[src/rtl/msd_pkg.sv]
package msd_pkg;

    localparam int NLINES = 4;

    // loopback source bit positions
    localparam int LB_DTR = 0;
    localparam int LB_RTS = 1;
    localparam int LB_RNG = 2;
    localparam int LB_CAR = 3;

    // line order matches status bit order inside each nibble
    typedef struct packed {
        logic cd;   // nibble bit 3
        logic ri;   // nibble bit 2
        logic dsr;  // nibble bit 1
        logic cts;  // nibble bit 0
    } line_t;

    typedef struct packed {
        line_t lvl;    // status[7:4]
        line_t delta;  // status[3:0]
    } status_t;

    // pins_n packed as {cd, ri, dsr, cts}
    function automatic line_t lines_from_pins(input logic [NLINES-1:0] pins_n);
        line_t l;
        l = line_t'(~pins_n);
        return l;
    endfunction

    function automatic line_t lines_from_loop(input logic [NLINES-1:0] ctrl);
        line_t l;
        l.cts = ctrl[LB_RTS];
        l.dsr = ctrl[LB_DTR];
        l.ri  = ctrl[LB_RNG];
        l.cd  = ctrl[LB_CAR];
        return l;
    endfunction

    // ring flags only its trailing edge (asserted -> released)
    function automatic line_t line_edges(input line_t prev, input line_t cur);
        line_t e;
        e.cts = prev.cts ^ cur.cts;
        e.dsr = prev.dsr ^ cur.dsr;
        e.cd  = prev.cd  ^ cur.cd;
        e.ri  = prev.ri  & ~cur.ri;
        return e;
    endfunction

endpackage

[src/rtl/msd_sync.sv]
module msd_sync #(
    parameter int          W       = 4,
    parameter int          STAGES  = 2,
    parameter logic [W-1:0] RST_VAL = '1
) (
    input  logic         clk,
    input  logic         rst,
    input  logic [W-1:0] d_async,
    output logic [W-1:0] q_sync
);
    logic [W-1:0] chain [STAGES];

    generate
        for (genvar s = 0; s < STAGES; s++) begin : g_stage
            if (s == 0) begin : g_first
                always_ff @(posedge clk) begin
                    if (rst) chain[0] <= RST_VAL;
                    else     chain[0] <= d_async;
                end
            end else begin : g_next
                always_ff @(posedge clk) begin
                    if (rst) chain[s] <= RST_VAL;
                    else     chain[s] <= chain[s-1];
                end
            end
        end
    endgenerate

    assign q_sync = chain[STAGES-1];


    sync_shift_chk: assert property (@(posedge clk) disable iff (rst)
        !$past(rst) |-> (chain[0] == $past(d_async)));
endmodule

[src/rtl/msd_source_sel.sv]
module msd_source_sel
    import msd_pkg::*;
(
    input  logic [NLINES-1:0] pins_n_sync,
    input  logic              loop_en,
    input  logic [NLINES-1:0] lb_ctrl,
    output line_t             lvl
);
    line_t from_pin;
    line_t from_lb;

    always_comb begin
        from_pin = lines_from_pins(pins_n_sync);
        from_lb  = lines_from_loop(lb_ctrl);
        lvl      = loop_en ? from_lb : from_pin;
    end
endmodule

[src/rtl/msd_delta.sv]
module msd_delta
    import msd_pkg::*;
(
    input  logic  clk,
    input  logic  rst,
    input  line_t lvl,
    input  logic  rd_stb,
    output line_t lvl_q,
    output line_t flags
);
    line_t edges;

    always_comb edges = line_edges(lvl_q, lvl);

    always_ff @(posedge clk) begin
        if (rst) begin
            lvl_q <= '0;
            flags <= '0;
        end else begin
            lvl_q <= lvl;
            flags <= (rd_stb ? line_t'('0) : flags) | edges;
        end
    end


    delta_rd_clear_chk: assert property (@(posedge clk) disable iff (rst)
        (rd_stb && (edges == '0)) |=> (flags == '0));


    delta_sticky_chk: assert property (@(posedge clk) disable iff (rst)
        !rd_stb |=> ((flags & $past(flags)) == $past(flags)));


    ring_trailing_chk: assert property (@(posedge clk) disable iff (rst)
        (!rd_stb && !flags.ri && !(lvl_q.ri && !lvl.ri)) |=> !flags.ri);
endmodule

[src/rtl/msd_modem_status.sv]
module msd_modem_status
    import msd_pkg::*;
#(
    parameter int SYNC_STAGES = 2
) (
    input  logic       clk,
    input  logic       rst,
    input  logic       pin_cts_n,
    input  logic       pin_dsr_n,
    input  logic       pin_ri_n,
    input  logic       pin_cd_n,
    input  logic       loop_en,
    input  logic [3:0] lb_ctrl,
    input  logic       rd_stb,
    input  logic       msr_irq_en,
    output logic [7:0] status,
    output logic       irq
);
    logic [NLINES-1:0] pins_n_sync;
    line_t             lvl;
    line_t             lvl_q;
    line_t             flags;
    status_t           st;

    msd_sync #(
        .W      (NLINES),
        .STAGES (SYNC_STAGES),
        .RST_VAL({NLINES{1'b1}})
    ) u_sync (
        .clk    (clk),
        .rst    (rst),
        .d_async({pin_cd_n, pin_ri_n, pin_dsr_n, pin_cts_n}),
        .q_sync (pins_n_sync)
    );

    msd_source_sel u_sel (
        .pins_n_sync(pins_n_sync),
        .loop_en    (loop_en),
        .lb_ctrl    (lb_ctrl),
        .lvl        (lvl)
    );

    msd_delta u_delta (
        .clk   (clk),
        .rst   (rst),
        .lvl   (lvl),
        .rd_stb(rd_stb),
        .lvl_q (lvl_q),
        .flags (flags)
    );

    always_comb begin
        st.lvl   = lvl_q;
        st.delta = flags;
        status   = st;
        irq      = msr_irq_en & (|flags);
    end


    loop_cts_map_chk: assert property (@(posedge clk) disable iff (rst)
        loop_en |=> (status[4] == $past(lb_ctrl[LB_RTS]) && status[5] == $past(lb_ctrl[LB_DTR])));


    irq_quiet_chk: assert property (@(posedge clk) disable iff (rst)
        (status[3:0] == 4'b0 || !msr_irq_en) |-> !irq);
endmodule

[config.mk]
export PLATFORM = sky130hd
export DESIGN_NAME = msd_modem_status
export DESIGN_NICKNAME = d
export VERILOG_FILES = /design/src/rtl/msd_pkg.sv /design/src/rtl/msd_sync.sv /design/src/rtl/msd_source_sel.sv /design/src/rtl/msd_delta.sv /design/src/rtl/msd_modem_status.sv
export SDC_FILE = /design/constraint.sdc
export NUM_CORES = 1
export LEC_CHECK = 0
export ABC_CLOCK_PERIOD_IN_PS = 1500
export BUFFER_PORTS_ARGS = -buffer_cell sky130_fd_sc_hd__clkbuf_2
export CORE_AREA = 2 2 39 41
export DETAILED_ROUTE_END_ITERATION = 8
export DIE_AREA = 0 0 41 43
export PLACE_DENSITY = 0.7
export REMOVE_ABC_BUFFERS = 1
export SLEW_MARGIN = 15
export SYNTH_ARGS = -nofsm -noshare
export SYNTH_HDL_FRONTEND = slang
export SYNTH_HIERARCHICAL = 1
export SYNTH_SLANG_ARGS = --single-unit
[constraint.sdc]
create_clock -name clk -period 1.5 [get_ports clk]
set_input_delay 0.075 -clock clk [delete_from_list [all_inputs] [get_ports clk]]
set_output_delay 0.075 -clock clk [all_outputs]
set_load 0.01 [all_outputs]
* After elaboration in Yosys (flattened, before gate mapping)
Memory sizes are Yosys's and may differ from the RTL's. Cells that the tools add are included.
Storage, ports and cells: register bits 8, RAM bits 8, input port bits 13, output and inout port bits 9, word-level logic and storage cells 27, memories kept 1
Operators by class: mux-type cells 7, bitwise logic cells 10, reduce and logical (&&, ||, !) cells 1
Memory list:
- u_sync.chain | depth 2, width 4, rd ports 2, clocked after memory_dff 0, write ports 2, RTL line msd_sync.sv:11 | logic [W-1:0] chain [STAGES];
Operators by type and width (number):
- $mux W4 | 4
- $not A4 Y4 | 1
- $or A4 B4 Y4 | 1
- $reduce_or A4 Y1 | 1
- $mux W1 | 3
- $xor A1 B1 Y1 | 3
- $and A1 B1 Y1 | 2
- $or A1 B1 Y1 | 2
- $not A1 Y1 | 1

* Longest topological paths before layout
depth after elaboration 5, gate-level depth with buffers 4, gate-level depth less buffers 4

* Cells and area by module
The synthesis kept the hierarchy.
By module, submodules not included:
- msd_delta | instances 1, cells each 24, area each 265.3 um^2, sequential area each 160.2 um^2
- msd_sync | instances 1, cells each 16, area each 210.2 um^2, sequential area each 160.2 um^2
- msd_source_sel | instances 1, cells each 8, area each 35.0 um^2, sequential area each 0.0 um^2
- msd_modem_status | instances 1, cells each 1, area each 11.3 um^2, sequential area each 0.0 um^2

* Least setup slack after synthesis
No wires, ideal clock.
path type register to output, from reg, netlist name u_delta/flags[1], to out irq, arrival time 0.788 ns, required time 1.425 ns, setup slack 0.637 ns, cell stages (with the launch flop) 2, buffers on the path 0, cells stage by stage dfxtp_1 > o41a_1
Between the ends: longest elaborated chain between the ends 2
Ends and longest elaborated chain:
- $reduce_or A4 Y1 | RTL line msd_modem_status.sv:56 | irq = msr_irq_en & (|flags);
- $and A1 B1 Y1 | RTL line msd_modem_status.sv:56
- to (decl) | RTL line msd_modem_status.sv:17 | output logic irq
No other way between the ends.

* Worst setup path in the final report
from reg, netlist name u_delta/flags[1], to out irq
Between the ends: longest elaborated chain between the ends 2
Ends and longest elaborated chain (RTL line):
- $reduce_or A4 Y1 | msd_modem_status.sv:56
- $and A1 B1 Y1 | msd_modem_status.sv:56
No other way between the ends.

==> impl_metrics.yaml <==
outcome:
  outcome: "finished clean"
detailed_routing:
  viasPerCell: 4.234
  wl_um: 848
  dr.first_iter.drc_count: 2
  firstDrtPassIters: 2
  detail-route-antenna-nets: 0
  drc: 0
  routedWlPerCell_um: 9.021
  vias: 398
floorplanning:
  coreArea_um2: 1384
  ios: 22
  chipWidth_um: 41
  dieArea_um2: 1763
  floorplan.initialDensity_pct: 37.70
  chipHeight_um: 43
  rows: 14
timing:
  fin_crit_ns: 1.227
  skew_ns: 0.003835
  hold_viol_final: 0
  tightest_slew_ns: 0.2757
  rsz0062_at_grt: "no"
  fmax_mhz: 815.1
  period_share_pct: 81.79
  hold_ws_ns: 0.08354
  tns_ns: 0
  setup_viol: 0
  finalMaxSlewViolations: 0
  slew_headroom_pct: 81.62
synthesis:
  syn_avg_cell_area_um2: 10.65
  ys.warnings.count: 6
  yosys_register_bits: 16
  ys_types: 10
  synth.most_common_cell: "dfxtp_1"
  synthTopCellsByCount: "16 x dfxtp_1, 8 x or2_1, 5 x nand2b_1"
  synthArstFlopShare_pct: 0
  synthTopCellsByArea: "dfxtp_1 61%, or2_1 9.6%, nand2b_1 6.0%"
  synthCells: 49
  synth_top_area_share_pct: 61.39
  ys_dominant_reg_cell: "dfxtp_1"
  syn-cell-area_um2: 521.8
  yosys.area.top_type: "dfxtp_1"
  ys_seq_area_share_pct: 61.39
  synth-edff-count: 0
place:
  numPortBuffers: 21
  dp_cells: 86
  gp_congestion: 0.6037
critical_path:
  crit_fanout: 3
  crit_type: "reg -> out"
  worst_r2r_path_depth: 3
  start_kind: "flip-flop"
  timing.critical_path.from: "u_delta/flags[1]$_SDFF_PP0_"
  end_kind: "primary output"
  arrival_ns: 1.15
  r2r-start: "u_sync/chain[1][1]$_SDFF_PP1_"
  worst-endpoint-required_ns: 1.42
global_routing:
  grt_pass1_wl_um: 1324
  antenna_found_initial: 0
  grt_pass1_vias: 345
  track_usage_pct: 11.36
  grt_overflow: 0
  grt_max_degree: 17
clock_network:
  cts_made_buffers: 3
  tritoncts: "built"
  cts-root-buf: "clkbuf_4"
  cts.sinks: 16
  cts.clk_slew.worst_paths_ns: 0.09
  cts-htree-levels: 1
  cts_max_path_buffers: 2
  insertion_delay_ns: 0.27
worst_hold_path:
  hp-class: "in -> reg"
  hold_start: "rd_stb"
  holdPathStages: 3
cells_and_area:
  fillers: 131
  seqCellArea_um2: 320.3
  diodes: 0
  fin_cells: 94
  synthToLayoutAreaGrowth_pct: 38.61
  layout-drive-gt1-share_pct: 33.33
  final_nets: 92
  utilization_pct: 52.26
  multi_input_area_um2: 201.4
job:
  cap_violations: 0
power_and_ir_drop:
  leakage_nw: 0.3152
  ir_drop_mv: 0.5950
  finalPower_mw: 0.8261
  p_per_area_nw_per_um2: 1142
metrics by stage:
step | area, um2 | setup slack, ns
after floorplan | 521.8 | 0.6370
after global placement | 646.9 | 0.5930
after detailed placement | 646.9 | 0.5702
after CTS | 723.2 | 0.2522
after global routing | 723.2 | 0.2081
final | 723.2 | 0.2732
layer usage:
layer	vias up	share of wire, %	routed length, um	track usage [%]
li1	218	-	-	-
met1	164	42	360	13.29
met2	16	49	413	16.88
met3	0	8.6	73	3.141
met4	0	0	0	8.000
met5	-	0	0	0
worst paths after layout:
kind / end / slack (ns)
max: irq / 0.27
min: u_delta/flags[3]$_SDFF_PP0_ / 0.08
max reg2reg: u_delta/flags[1]$_SDFF_PP0_ / 0.63
min reg2reg: u_sync/chain[1][2]$_SDFF_PP1_ / 0.41
area by class of cell:
cell class | instances | share of cell area, %
sequential | 16 | 44.29
multi-input combinational | 33 | 27.85
timing repair buffer | 25 | 20.07
clock buffer | 4 | 5.017
tap | 16 | 2.768
critical path, cell delays in order, from the launching register on:
cell	delay, ns
dfxtp_1	0.34
o41a_1	0.41
clkbuf_2	0.13
report_power, final:
part / internal (mW) / leakage (nW) / switching (mW)
Sequential: 0.449 / 0.132 / 0.0117
Combinational: 0.0528 / 0.162 / 0.0405
Clock: 0.147 / 0.0210 / 0.125
Total: 0.649 / 0.315 / 0.177
registers in the layout, indices dropped and copies added, names as in the netlist:
signal and count:
u_sync/chain 8, u_delta/lvl_q 4, u_delta/flags 4
what timing repair did:
item / 4_1_cts / 5_1_grt
hold buffers: 4 / 0
endpoints found under the hold margin: 4 / 0
setup buffers: 0 / 0
gates resized for setup: 0 / 0
placed cells by master, fill, tap and decap left out, drive strengths merged:
cell type,netlist,routed
xnor2,3,3
nand2,4,4
o21ai,4,4
or2,8,8
nand2b,5,5
o41a,1,1
a21oi,4,4
clkbuf,0,25
dfxtp,16,16
dlygate4sd3,0,4
nor2b,4,4
logic make-up (layout without fill, tap and decap cells):
| family | after synthesis | in the layout | share of synthesized area (%) |
|---|---|---|---|
| and+or+nand+nor | 21 | 21 | 23.74 |
| DFF | 16 | 16 | 61.39 |
| xor gates and xnor gates | 3 | 3 | 5.037 |
| buffers and inverters | 0 | 29 | 0 |
| AOI/OAI and AO/OA | 9 | 9 | 9.832 |
(Power assumes the default switching activity.)
